## config.mk

```make
export PLATFORM = sky130hd
export DESIGN_NAME = longdiv_unit
export DESIGN_NICKNAME = d
export VERILOG_FILES = /design/src/rtl/longdiv_pkg.sv /design/src/rtl/longdiv_prep.sv /design/src/rtl/longdiv_core.sv /design/src/rtl/longdiv_fix.sv /design/src/rtl/longdiv_unit.sv
export SDC_FILE = /design/constraint.sdc
export NUM_CORES = 1
export LEC_CHECK = 0
export ABC_AREA = 0
export BUFFER_PORTS_ARGS = -buffer_cell sky130_fd_sc_hd__buf_2
export CORE_ASPECT_RATIO = 1.1
export CORE_UTILIZATION = 30
export DETAILED_ROUTE_END_ITERATION = 12
export GPL_TIMING_DRIVEN = 0
export SLEW_MARGIN = 20
export SYNTH_ARGS = -nofsm -noshare
export SYNTH_HDL_FRONTEND = slang
export SYNTH_SLANG_ARGS = --single-unit
```

## constraint.sdc

```tcl
create_clock -name clk -period 3.1 [get_ports clk]
set_input_delay 0.775 -clock clk [delete_from_list [all_inputs] [get_ports clk]]
set_output_delay 0.775 -clock clk [all_outputs]
set_load 0.05 [all_outputs]
```

## src/rtl/longdiv_pkg.sv

```systemverilog
package longdiv_pkg;

   typedef enum logic [1:0] {
      ST_IDLE = 2'd0,
      ST_RUN  = 2'd1,
      ST_FIX  = 2'd2
   } div_state_e;

endpackage

```

## src/rtl/longdiv_prep.sv

```systemverilog
// Operand conditioning: magnitudes, sign flags and faults visible at start.
module longdiv_prep #(
   parameter int DW          = 32,
   parameter bit EARLY_RANGE = 1'b1
) (
   input  logic            signed_mode,
   input  logic [DW-1:0]   dvd_hi,
   input  logic [DW-1:0]   dvd_lo,
   input  logic [DW-1:0]   dvsr,
   output logic [2*DW-1:0] dvd_mag,
   output logic [DW-1:0]   dvsr_mag,
   output logic            dvd_neg,
   output logic            dvsr_neg,
   output logic            start_fault
);

   localparam int WW = 2 * DW;
   localparam logic [WW-1:0] MOST_NEG = {1'b1, {(WW-1){1'b0}}};

   logic [WW-1:0] dvd_full;
   logic          zero_dvsr;
   logic          min_by_neg1;
   logic          range_early;

   assign dvd_full  = {dvd_hi, dvd_lo};
   assign dvd_neg   = signed_mode & dvd_full[WW-1];
   assign dvsr_neg  = signed_mode & dvsr[DW-1];
   assign dvd_mag   = dvd_neg  ? (~dvd_full + 1'b1) : dvd_full;
   assign dvsr_mag  = dvsr_neg ? (~dvsr + 1'b1)     : dvsr;

   assign zero_dvsr   = (dvsr == '0);
   assign min_by_neg1 = signed_mode && (dvd_full == MOST_NEG) && (dvsr == '1);

   generate
      if (EARLY_RANGE) begin : g_early
         // Unsigned quotient overflows exactly when the upper word reaches the divisor.
         assign range_early = !signed_mode && (dvd_hi >= dvsr);
      end else begin : g_late
         assign range_early = 1'b0;
      end
   endgenerate

   assign start_fault = zero_dvsr | min_by_neg1 | range_early;

endmodule

```

## src/rtl/longdiv_core.sv

```systemverilog
// Restoring shift-subtract loop on magnitudes, one quotient bit per step.
module longdiv_core #(
   parameter int DW = 32
) (
   input  logic            clk,
   input  logic            rst_n,
   input  logic            load,
   input  logic            step,
   input  logic [2*DW-1:0] dvd_mag,
   input  logic [DW-1:0]   dvsr_mag,
   output logic [2*DW-1:0] q_mag,
   output logic [DW-1:0]   r_mag
);

   localparam int WW = 2 * DW;

   logic [WW-1:0] shreg;
   logic [DW-1:0] part_rem;
   logic [DW-1:0] dvsr_q;
   logic [DW:0]   trial;
   logic [DW:0]   diff;
   logic          take;

   assign trial = {part_rem, shreg[WW-1]};
   assign diff  = trial - {1'b0, dvsr_q};
   assign take  = ~diff[DW];

   always_ff @(posedge clk or negedge rst_n) begin
      if (!rst_n) begin
         shreg    <= '0;
         part_rem <= '0;
         dvsr_q   <= '0;
      end else if (load) begin
         shreg    <= dvd_mag;
         part_rem <= '0;
         dvsr_q   <= dvsr_mag;
      end else if (step) begin
         shreg    <= {shreg[WW-2:0], take};
         part_rem <= take ? diff[DW-1:0] : trial[DW-1:0];
      end
   end

   assign q_mag = shreg;
   assign r_mag = part_rem;

endmodule

```

## src/rtl/longdiv_fix.sv

```systemverilog
// Sign restoration and final range check on the raw magnitudes.
module longdiv_fix #(
   parameter int DW = 32
) (
   input  logic            mode_s,
   input  logic            dvd_neg,
   input  logic            dvsr_neg,
   input  logic [2*DW-1:0] q_mag,
   input  logic [DW-1:0]   r_mag,
   output logic [DW-1:0]   quo_fixed,
   output logic [DW-1:0]   rem_fixed,
   output logic            range_fault
);

   localparam logic [DW-1:0] NEG_LIMIT = {1'b1, {(DW-1){1'b0}}};

   logic          upper_zero;
   logic          q_neg;
   logic [DW-1:0] q_low;

   assign upper_zero = (q_mag[2*DW-1:DW] == '0);
   assign q_low      = q_mag[DW-1:0];
   assign q_neg      = mode_s & (dvd_neg ^ dvsr_neg);

   always_comb begin
      if (!mode_s)
         range_fault = !upper_zero;
      else if (q_neg)
         range_fault = !upper_zero || (q_low > NEG_LIMIT);
      else
         range_fault = !upper_zero || q_low[DW-1];
   end

   assign quo_fixed = q_neg   ? (~q_low + 1'b1) : q_low;
   assign rem_fixed = dvd_neg ? (~r_mag + 1'b1) : r_mag;

endmodule

```

## src/rtl/longdiv_unit.sv

```systemverilog
module longdiv_unit #(
   parameter int DW          = 32,
   parameter bit EARLY_RANGE = 1'b1
) (
   input  logic          clk,
   input  logic          rst_n,
   input  logic          start,
   input  logic          signed_mode,
   input  logic [DW-1:0] dvd_hi,
   input  logic [DW-1:0] dvd_lo,
   input  logic [DW-1:0] dvsr,
   output logic          busy,
   output logic          done,
   output logic          fault,
   output logic [DW-1:0] quo,
   output logic [DW-1:0] rem
);

   import longdiv_pkg::*;

   localparam int WW    = 2 * DW;
   localparam int CNT_W = $clog2(WW);
   localparam logic [CNT_W-1:0] LAST_STEP = CNT_W'(WW - 1);

   generate
      if (DW < 4) begin : g_bad_width
         $error("longdiv_unit: DW must be at least 4");
      end
   endgenerate

   div_state_e       state;
   logic [CNT_W-1:0] step_cnt;
   logic             mode_q, dvd_neg_q, dvsr_neg_q;
   logic             done_q, fault_q;
   logic [DW-1:0]    quo_q, rem_q;

   logic [WW-1:0]    dvd_mag;
   logic [DW-1:0]    dvsr_mag;
   logic             dvd_neg, dvsr_neg, start_fault;
   logic [WW-1:0]    q_mag;
   logic [DW-1:0]    r_mag;
   logic [DW-1:0]    quo_fixed, rem_fixed;
   logic             range_fault;
   logic             accept, load, step;

   longdiv_prep #(.DW(DW), .EARLY_RANGE(EARLY_RANGE)) u_prep (
      .signed_mode (signed_mode),
      .dvd_hi      (dvd_hi),
      .dvd_lo      (dvd_lo),
      .dvsr        (dvsr),
      .dvd_mag     (dvd_mag),
      .dvsr_mag    (dvsr_mag),
      .dvd_neg     (dvd_neg),
      .dvsr_neg    (dvsr_neg),
      .start_fault (start_fault)
   );

   assign accept = (state == ST_IDLE) && start;
   assign load   = accept && !start_fault;
   assign step   = (state == ST_RUN);

   longdiv_core #(.DW(DW)) u_core (
      .clk      (clk),
      .rst_n    (rst_n),
      .load     (load),
      .step     (step),
      .dvd_mag  (dvd_mag),
      .dvsr_mag (dvsr_mag),
      .q_mag    (q_mag),
      .r_mag    (r_mag)
   );

   longdiv_fix #(.DW(DW)) u_fix (
      .mode_s      (mode_q),
      .dvd_neg     (dvd_neg_q),
      .dvsr_neg    (dvsr_neg_q),
      .q_mag       (q_mag),
      .r_mag       (r_mag),
      .quo_fixed   (quo_fixed),
      .rem_fixed   (rem_fixed),
      .range_fault (range_fault)
   );

   always_ff @(posedge clk or negedge rst_n) begin
      if (!rst_n) begin
         state      <= ST_IDLE;
         step_cnt   <= '0;
         mode_q     <= 1'b0;
         dvd_neg_q  <= 1'b0;
         dvsr_neg_q <= 1'b0;
         done_q     <= 1'b0;
         fault_q    <= 1'b0;
         quo_q      <= '0;
         rem_q      <= '0;
      end else begin
         done_q  <= 1'b0;
         fault_q <= 1'b0;
         unique case (state)
            ST_IDLE: begin
               if (accept) begin
                  if (start_fault) begin
                     done_q  <= 1'b1;
                     fault_q <= 1'b1;
                  end else begin
                     state      <= ST_RUN;
                     step_cnt   <= '0;
                     mode_q     <= signed_mode;
                     dvd_neg_q  <= dvd_neg;
                     dvsr_neg_q <= dvsr_neg;
                  end
               end
            end
            ST_RUN: begin
               step_cnt <= step_cnt + 1'b1;
               if (step_cnt == LAST_STEP)
                  state <= ST_FIX;
            end
            ST_FIX: begin
               done_q <= 1'b1;
               state  <= ST_IDLE;
               if (range_fault) begin
                  fault_q <= 1'b1;
               end else begin
                  quo_q <= quo_fixed;
                  rem_q <= rem_fixed;
               end
            end
            default: state <= ST_IDLE;
         endcase
      end
   end

   assign busy  = (state != ST_IDLE);
   assign done  = done_q;
   assign fault = fault_q;
   assign quo   = quo_q;
   assign rem   = rem_q;

endmodule

```

# --- Word-level counts from Yosys, hierarchy flattened ---
# Cells that the tools add are included.
op_classes:
  addsub: 6
  mul: 0
  div_mod_pow: 0
  magnitude_cmp: 2
  n_eq_ne: 8
  n_shift: 0
  muxes: 23
  n_bitwise: 13
  reduce_logical: 20
ops:
  columns: ["op", "n"]
  rows:
  - ["$mux W32", 6]
  - ["$mux W64", 3]
  - ["$add A32 B1 Y32 const B", 3]
  - ["$not A32 Y32", 3]
  - ["$add A64 B1 Y64 const B", 1]
  - ["$eq A64 B64 Y1 const B", 1]
  - ["$logic_not A32 Y1", 2]
  - ["$not A64 Y64", 1]
  - ["$sub A33 B32 Y33", 1]
  - ["$eq A32 B32 Y1 const B", 1]
  - ["$ge A32 B32 Y1", 1]
  - ["$gt A32 B32 Y1 const B", 1]
  - ["$mux W6", 2]
  - ["$pmux W6 S2", 1]
  - ["$reduce_and A3 Y1", 3]
  - ["$add A6 B1 Y6 const B", 1]
  - ["$eq A6 B6 Y1 const B", 1]
  - ["$mux W2", 3]
  - ["$reduce_bool A2 Y1", 3]
  - ["$logic_and A1 B1 Y1", 5]
  - ["$mux W1", 5]
  - ["$ne A2 B2 Y1 const B", 2]
  - ["$pmux W1 S2", 2]
  - ["$pmux W2 S2", 1]
  - ["11 further kinds", 19]
totals:
  reg_bits: 205
  latchBits: 0
  ram_bits: 0
  mem_bits_ro: 0
  output_inout_bits: 67
  wordCells: 84
  memories: 0

# --- Longest topological paths before layout ---
# Gate-level depths: netlist of run 1.
depth:
  word_depth: 8
  depth_mapped: 13
  mapped_depth_nobuf: 12

# --- Hierarchy ---
# A second synthesis of run 1 with hierarchy kept.
hier_totals:
  hier_cells: 1693
  hier_area_um2: 15075.7
by_module_without_submodules:
  columns: ["module", "instances", "cells_per_inst", "area_per_inst_um2", "seq_area_each_um2"]
  rows:
  - ["longdiv_core", 1, 843, 7539.7, 3203.1]
  - ["longdiv_unit", 1, 184, 2977.9, 1926.8]
  - ["longdiv_prep", 1, 440, 2937.8, 0.0]
  - ["longdiv_fix", 1, 226, 1620.3, 0.0]

# --- Least setup slack after synthesis of run 1 ---
# Ideal clock, no wire load.
synth_timing:
  path_kind: "input port to flip-flop"
  from: "input port dvd_lo[0]"
  to: "register u_core.shreg[32] (netlist: u_core.q_mag[32])"
  setup_ns: 0.126
  arrival_time_ns: 3.092
  path_slack_ns: -0.118
  cell_stages: 13
  path_buffers: 2
  path_cell_list: "inv_1 -> ha_1 -> or3b_1 -> nor4_2 -> nand3_1 -> nor3_2 -> a211oi_1 -> and3_4 -> nand2_2 -> buf_4 -> buf_4 -> nor2_1 -> a221o_1"
synth_between:
  elab_chain_len: 8
  word_cells_on_any_way: 12
  cone_classes: "add/sub (1); eq/ne (1); mux (2); bitwise (3); reduce/logical (5)"
synth_rtl:
  columns: ["item", "line_no", "source"]
  rows:
  - ["from (decl)", "longdiv_unit.sv:10", "input logic [DW-1:0] dvd_lo,"]
  - ["parallel branches: the longest is 8 deep, another holds $add A64 B1 Y64", null, null]
  - ["to (signal assigned)", "longdiv_core.sv:34", "shreg <= dvd_mag;"]
  - ["to (signal assigned)", "longdiv_core.sv:38", "shreg <= {shreg[WW-2:0], take};"]
  - ["to (decl)", "longdiv_core.sv:17", "logic [WW-1:0] shreg;"]
# Parallel ways; which one is timed is not known.
# A chain may end at the register's enable or synchronous reset.

# --- Final worst setup path of run 1 ---
layout_timing:
  from: "register u_core.part_rem[24] (netlist: u_core.r_mag[24])"
  to: "register u_core.part_rem[16] (netlist: u_core.r_mag[16])"
layout_between:
  elab_chain_len: 4
layout_rtl:
  columns: ["item", "line_no", "source"]
  rows:
  - ["from (decl)", "longdiv_core.sv:18", "logic [DW-1:0] part_rem;"]
  - ["from (signal assigned)", "longdiv_core.sv:39", "part_rem <= take ? diff[DW-1:0] : trial[DW-1:0];"]
  - ["$sub A33 B32 Y33", "longdiv_core.sv:25", "assign diff = trial - {1'b0, dvsr_q};"]
  - ["$mux W32", "longdiv_core.sv:39", null]
  - ["$mux W32", "longdiv_core.sv:37", "end else if (step) begin"]
  - ["$mux W32", "longdiv_core.sv:33", "end else if (load) begin"]
# No other way between the ends. The select of a mux whose other input is x is not followed.

==> flow_metrics.env, run 1 <==
export IMPL_status="complete, no violations"
export IMPL_hold_class="primary input to asynchronous set/reset pin"
export IMPL_cts_inserted_buffers=22
export IMPL_swShare_pct=45.2
export IMPL_fin_util_pct=37.5
export IMPL_synth_area_top_cells="dfrtp_1 (36%), ha_1 (6.2%), xnor2_1 (5.7%), o21ai_0 (5.6%), xor2_1 (5.1%)"
export IMPL_synth_top_area_cell="dfrtp_1"
export IMPL_hold_ws_ns=0.0967
export IMPL_p_leak_uw=0.00750
export IMPL_maxSlewViolCount=0
export IMPL_first_iter_violations=788
export IMPL_num_rows=83
export IMPL_clk_latency_ns=0.53
export IMPL_area_growth_pct=23.4
export IMPL_cts_root_buffer="clkbuf_16"
export IMPL_clock_sinks=205
export IMPL_place_area_um2=15800
export IMPL_finalClockSkew_ns=0.0178
export IMPL_seq_power_share_pct=28.5
export IMPL_worstSetupEndpointType="flip-flop"
export IMPL_fin_ws_ns=0.0285
export IMPL_synth_cells=1648
export IMPL_clkTransAtPathRegs_ns=0.07
export IMPL_critPathKind="flip-flop to flip-flop"
export IMPL_num_vias=13300
export IMPL_hold_violations=0
export IMPL_die_x_um=209
export IMPL_place_gp_congestion=0.947
export IMPL_synth_nets=1819
export IMPL_grt_max_degree=96
export IMPL_startpoint="u_core.r_mag[24]"
export IMPL_grt_pass1_wl_um=74900
export IMPL_p_clk_share_pct=15.5
export IMPL_io_pins=167
export IMPL_max_slew_margin_pct=51.1
export IMPL_design_die_area_um2=48000
export IMPL_holdBufCountCts=0
export IMPL_drt_total_wl_um=48500
export IMPL_final_area_um2=17400
export IMPL_yosysMostFrequentCell="dfrtp_1"
export IMPL_switchingPower_uw=7570
export IMPL_portBuffers=165
export IMPL_antenna_found_initial=5
export IMPL_synthDistinctLibCells=79
export IMPL_worstPathMaxFanout=6
export IMPL_dr_pass1_iters=6
export IMPL_start_util_pct=30.4
export IMPL_hpwlAfterDp_um=38500
export IMPL_setup_worst_path_start_class="flip-flop"
export IMPL_tightest_slew_ns=0.730
export IMPL_grt_pass1_vias=13000
export IMPL_globalRoute_totalOverflow=0
export IMPL_peakVddDrop_mv=0.377
export IMPL_cts_tree="yes"
export IMPL_async_reset_ff_share_pct=100
export IMPL_ys_seq_elements=205
export IMPL_yosys_top_cells_count="dfrtp_1 (205), nand2_1 (173), o21ai_0 (157)"
export IMPL_cts_htree_levels=1
export IMPL_vias_per_cell=5.36
export IMPL_grt_use_total_pct=19.8
export IMPL_setup_viol=0
export IMPL_synth_avg_cell_area_um2=8.57
export IMPL_worst_ep_arrival_time_ns=3.48
export IMPL_rr_startpoint="u_core.r_mag[24]"
export IMPL_maxCapViolCount=0
export IMPL_die_h_um=230
export IMPL_min_period_over_period_pct=99.1
export IMPL_synth_top_area_share_pct=36.3
export IMPL_layout_drive_gt1_share_pct=22.0
export IMPL_syn_area_um2=14100
export IMPL_multi_input_area_um2=8770
export IMPL_yosysSeqAreaShare_pct=36.3
export IMPL_yosys_warnings=0
export IMPL_synth_ff_type="dfrtp_1"
export IMPL_pwr_share_comb_pct=56.1
export IMPL_postRouteAntennaNets=0
export IMPL_dp_worst_setup_slack_ns=-1.06
export IMPL_drc=0
export IMPL_fmax_mhz=326
export IMPL_regArea_um2=5150
export IMPL_cellPowerDensity_nw_per_um2=960
export IMPL_fill_cells=4817
export IMPL_crit_required_ns=3.51
export IMPL_rsz0062_at_grt="true"
export IMPL_synth_edf_count=0
export IMPL_core_area_um2=46500
export IMPL_period_needed_ns=3.07
export IMPL_nets=2037
export IMPL_cts_max_path_buffers=3
export IMPL_internal_power_uw=9170
export IMPL_reg2regPathDepth=11
export IMPL_wl_per_cell_um=19.6
[cell type report]
class                   count  share of cell area, %
diodes                      5                 0.0718
inverters                  88                   1.97
clock buffers              28                   3.46
multi-input cells        1269                   50.3
repair buffers            203                   7.08
flip-flops and latches    205                   29.6
well taps                 595                   4.27
plain buffers              77                   2.66
clock inverters            11                  0.589
[metrics by stage]
step,TNS [ns],instances,total power [uW]
3_3_place_gp,-563.38,2408,12900
6_report,0,2481,16700
3_5_place_dp,-117.80,2410,13100
2_1_floorplan,0,1648,10600
4_1_cts,0,2455,16200
5_1_grt,-0.897,2481,18000
[placed cells by master (no fill, tap or decap), types with 21 or more instances in the layout]
| cell type | n |
|---|---|
| nand4_1 | 26 |
| o31ai_1 | 29 |
| buf_2 | 181 |
| clkbuf_1 | 34 |
| ha_1 | 53 |
| clkbuf_16 | 26 |
| nand2_1 | 154 |
| buf_4 | 43 |
| a221o_1 | 45 |
| o21ai_1 | 42 |
| a21oi_1 | 101 |
| xnor2_1 | 92 |
| nand3_1 | 21 |
| nor3_1 | 35 |
| dfrtp_1 | 185 |
| inv_1 | 80 |
| xor2_1 | 82 |
| o21ai_0 | 137 |
| nor2_1 | 143 |
[worst max-delay path, cell delays in order (launching register included)]
cell and delay [ns]:
dfrtp_2 0.45, ha_4 0.25, a21o_1 0.19, a21o_1 0.20, a2111oi_4 0.38, nor3b_1 0.09, a2111o_1 0.33, a311oi_4 0.33
buf_6 0.16, nor3_1 0.04, a22o_1 0.21, a311o_1 0.31
[per-layer routing]
layer  vias up  wire, um  share of wire [%]  GRT usage, %
met3        83      2280                4.7          1.69
met2       400     21600                 45          31.5
met5         -         0                  0             0
met4         0      1940                4.0          8.00
met1      6412     22700                 47          27.5
li1       6393         -                  -             -
[kinds of logic (layout without fill, tap and decap cells)]
group / after synthesis / in the layout / synth area share, %
muxes: 11 / 11 / 0.788
and+or+nand+nor: 520 / 520 / 17.9
other: 0 / 5 / 0
AOI/OAI and AO/OA: 493 / 493 / 22.4
buffers and inverters: 174 / 407 / 5.40
adders and majority gates: 71 / 71 / 6.34
DFF: 205 / 205 / 36.3
xor gates and xnor gates: 174 / 174 / 10.8
[sequential cells by signal (all words and copies together), names as in the netlist]
register       cells
fault              1
state              2
dvd_neg_q          1
mode_q             1
u_core.q_mag      64
done               1
dvsr_neg_q         1
u_core.r_mag      32
step_cnt           6
quo               32
u_core.dvsr_q     32
rem               32
[worst paths after layout]
kind                                         end  slack, ns
worst max-delay path            u_core.r_mag[16]       0.03
worst min-delay path                     rem[26]        0.1
worst max register to register  u_core.r_mag[16]       0.03
worst min register to register            rem[0]       0.47
max in group asynchronous       u_core.r_mag[18]       2.23
min in group clk                          rem[0]       0.47
[repair_timing]
item / in CTS / in global routing
resized for setup: 48 / 122
setup buffers: 12 / 20
pin swaps: 10 / 19
gates cloned: 0 / 4
endpoints found under the setup margin: 138 / 198
[power by group through the flow]
| stage | logic (uW) | clock network [uW] | registers (uW) |
|---|---|---|---|
| finish | 9380 | 2590 | 4770 |
| global route | 10400 | 2750 | 4900 |
| CTS | 8820 | 2640 | 4710 |
| detailed placement | 8310 | 0 | 4760 |
| global placement | 8180 | 0 | 4720 |
| floorplan | 6250 | 0 | 4370 |
Power figures use the tool's default switching activity.
==> run 2: changes to the inputs <==
--- a/config.mk
+++ b/config.mk
@@ -7,10 +7,13 @@
 export LEC_CHECK = 0
 export ABC_AREA = 0
 export BUFFER_PORTS_ARGS = -buffer_cell sky130_fd_sc_hd__buf_2
+export CELL_PAD_IN_SITES_DETAIL_PLACEMENT = 0
+export CELL_PAD_IN_SITES_GLOBAL_PLACEMENT = 1
 export CORE_ASPECT_RATIO = 1.1
 export CORE_UTILIZATION = 30
 export DETAILED_ROUTE_END_ITERATION = 12
 export GPL_TIMING_DRIVEN = 0
+export PLACE_DENSITY_LB_ADDON = 0.1
 export SLEW_MARGIN = 20
 export SYNTH_ARGS = -nofsm -noshare
 export SYNTH_HDL_FRONTEND = slang
==> flow_metrics.env, run 2 (same netlist as run 1, synthesis figures left out) <==
export IMPL_core_area_um2=46500
export IMPL_max_slew_margin_pct=44.0
export IMPL_io_pins=167
export IMPL_peakVddDrop_mv=0.422
export IMPL_cts_inserted_buffers=25
export IMPL_clk_latency_ns=0.55
export IMPL_portBuffers=165
export IMPL_fin_util_pct=37.6
export IMPL_start_util_pct=30.4
export IMPL_rrSetupSlack_ns=0.04
export IMPL_vias_per_cell=5.28
export IMPL_worstPathMaxFanout=6
export IMPL_grt_pass1_wl_um=78900
export IMPL_cts_root_buffer="clkbuf_16"
export IMPL_min_period_over_period_pct=98.8
export IMPL_setup_worst_path_start_class="flip-flop"
export IMPL_setup_viol=0
export IMPL_grt_pass1_vias=13100
export IMPL_grt_max_degree=94
export IMPL_place_area_um2=15800
export IMPL_critPathKind="flip-flop to flip-flop"
export IMPL_globalRoute_totalOverflow=0
export IMPL_place_gp_congestion=0.872
export IMPL_area_growth_pct=23.9
export IMPL_nets=2039
export IMPL_wl_per_cell_um=20.5
export IMPL_cts_max_path_buffers=3
export IMPL_worst_ep_arrival_time_ns=3.48
export IMPL_die_h_um=230
export IMPL_postRouteAntennaNets=0
export IMPL_finalClockSkew_ns=0.0191
export IMPL_design_die_area_um2=48000
export IMPL_clock_sinks=205
export IMPL_first_iter_violations=713
export IMPL_holdBufCountCts=0
export IMPL_worstSetupEndpointType="flip-flop"
export IMPL_dr_pass1_iters=5
export IMPL_clkTransAtPathRegs_ns=0.06
export IMPL_hold_class="primary input to asynchronous set/reset pin"
export IMPL_largest_reg_flops=64
export IMPL_final_common_cell="dfrtp_1"
export IMPL_maxCapViolCount=0
export IMPL_drt_total_wl_um=50900
export IMPL_num_vias=13100
export IMPL_startpoint="u_core.r_mag[24]"
export IMPL_p_leak_uw=0.00753
export IMPL_cellPowerDensity_nw_per_um2=1010
export IMPL_fmax_mhz=327
export IMPL_rr_startpoint="u_core.r_mag[24]"
export IMPL_crit_required_ns=3.52
export IMPL_grt_use_total_pct=21.2
export IMPL_status="complete, no violations"
export IMPL_maxSlewViolCount=0
export IMPL_antenna_found_initial=0
export IMPL_drc=0
export IMPL_final_area_um2=17500
export IMPL_die_x_um=209
export IMPL_rsz0062_at_grt="true"
export IMPL_num_rows=83
export IMPL_tightest_slew_ns=0.840
export IMPL_cts_tree="yes"
export IMPL_layout_common_cells="dfrtp_1 (185), buf_2 (180), nand2_1 (171)"
export IMPL_layout_drive_gt1_share_pct=21.2
export IMPL_hpwlAfterDp_um=40400
export IMPL_period_needed_ns=3.06
export IMPL_hold_violations=0
export IMPL_cts_htree_levels=1
run 2: path summary, 6_finish.rpt:
path | end | cells past startpoint
worst max-delay path | u_core.r_mag[16] | 11
worst min-delay path | quo[15] | 1
worst max register to register | u_core.r_mag[16] | 11
worst min register to register | rem[0] | 2
max in group asynchronous | u_core.dvsr_q[30] | 3
min in group clk | rem[0] | 2
run 2: routing by layer:
metal | GRT usage, % | routed length [um] | vias to the layer above
li1 | - | - | 6379
met2 | 34.6 | 23500 | 307
met5 | 0 | 0 | -
met1 | 29.7 | 24200 | 6354
met4 | 6.00 | 1310 | 0
met3 | 1.81 | 1890 | 61
run 2: through the flow:
step                      setup slack [ns]  total power (uW)  TNS [ns]  instances  hold slack (ns)
after floorplan                    0.00308             10600         0       1648            0.450
after global placement               -2.51             13300   -643.05       2408            0.458
after detailed placement             -1.14             13300   -135.80       2410            0.461
after CTS                          0.00364             17000         0       2464            0.134
after global routing               -0.0716             19000    -0.205       2482            0.157
final                               0.0383             17600         0       2483            0.128
run 2: worst max-delay path, stage by stage, from the launching register on:
cell	delay, ns
dfrtp_2	0.45
ha_4	0.26
a21o_1	0.18
a21o_1	0.21
a2111oi_4	0.39
nor3b_2	0.08
a2111o_1	0.33
a311oi_4	0.32
buf_4	0.21
nor3_2	0.04
a22o_1	0.20
a311o_1	0.27
run 2: power by group:
| group | internal [uW] | switching, uW | total (uW) | leakage (uW) |
|---|---|---|---|---|
| logic | 4200 | 5460 | 9660 | 0.00472 |
| clock network | 1890 | 1240 | 3130 | 0.000425 |
| registers | 3650 | 1170 | 4820 | 0.00238 |
run 2: cell type report:
type	instances	area, um2
clock buffers	33	686
diodes	1	2.50
flip-flops and latches	205	5150
multi-input cells	1269	8740
plain buffers	78	473
inverters	88	343
clock inverters	13	179
repair buffers	201	1170
fillers	4883	29000
well taps	595	744
run 2: timing repair:
item,in CTS,in global routing
setup endpoints to repair,202,185
pin swaps,20,17
resized for setup,61,72
setup buffers,15,20
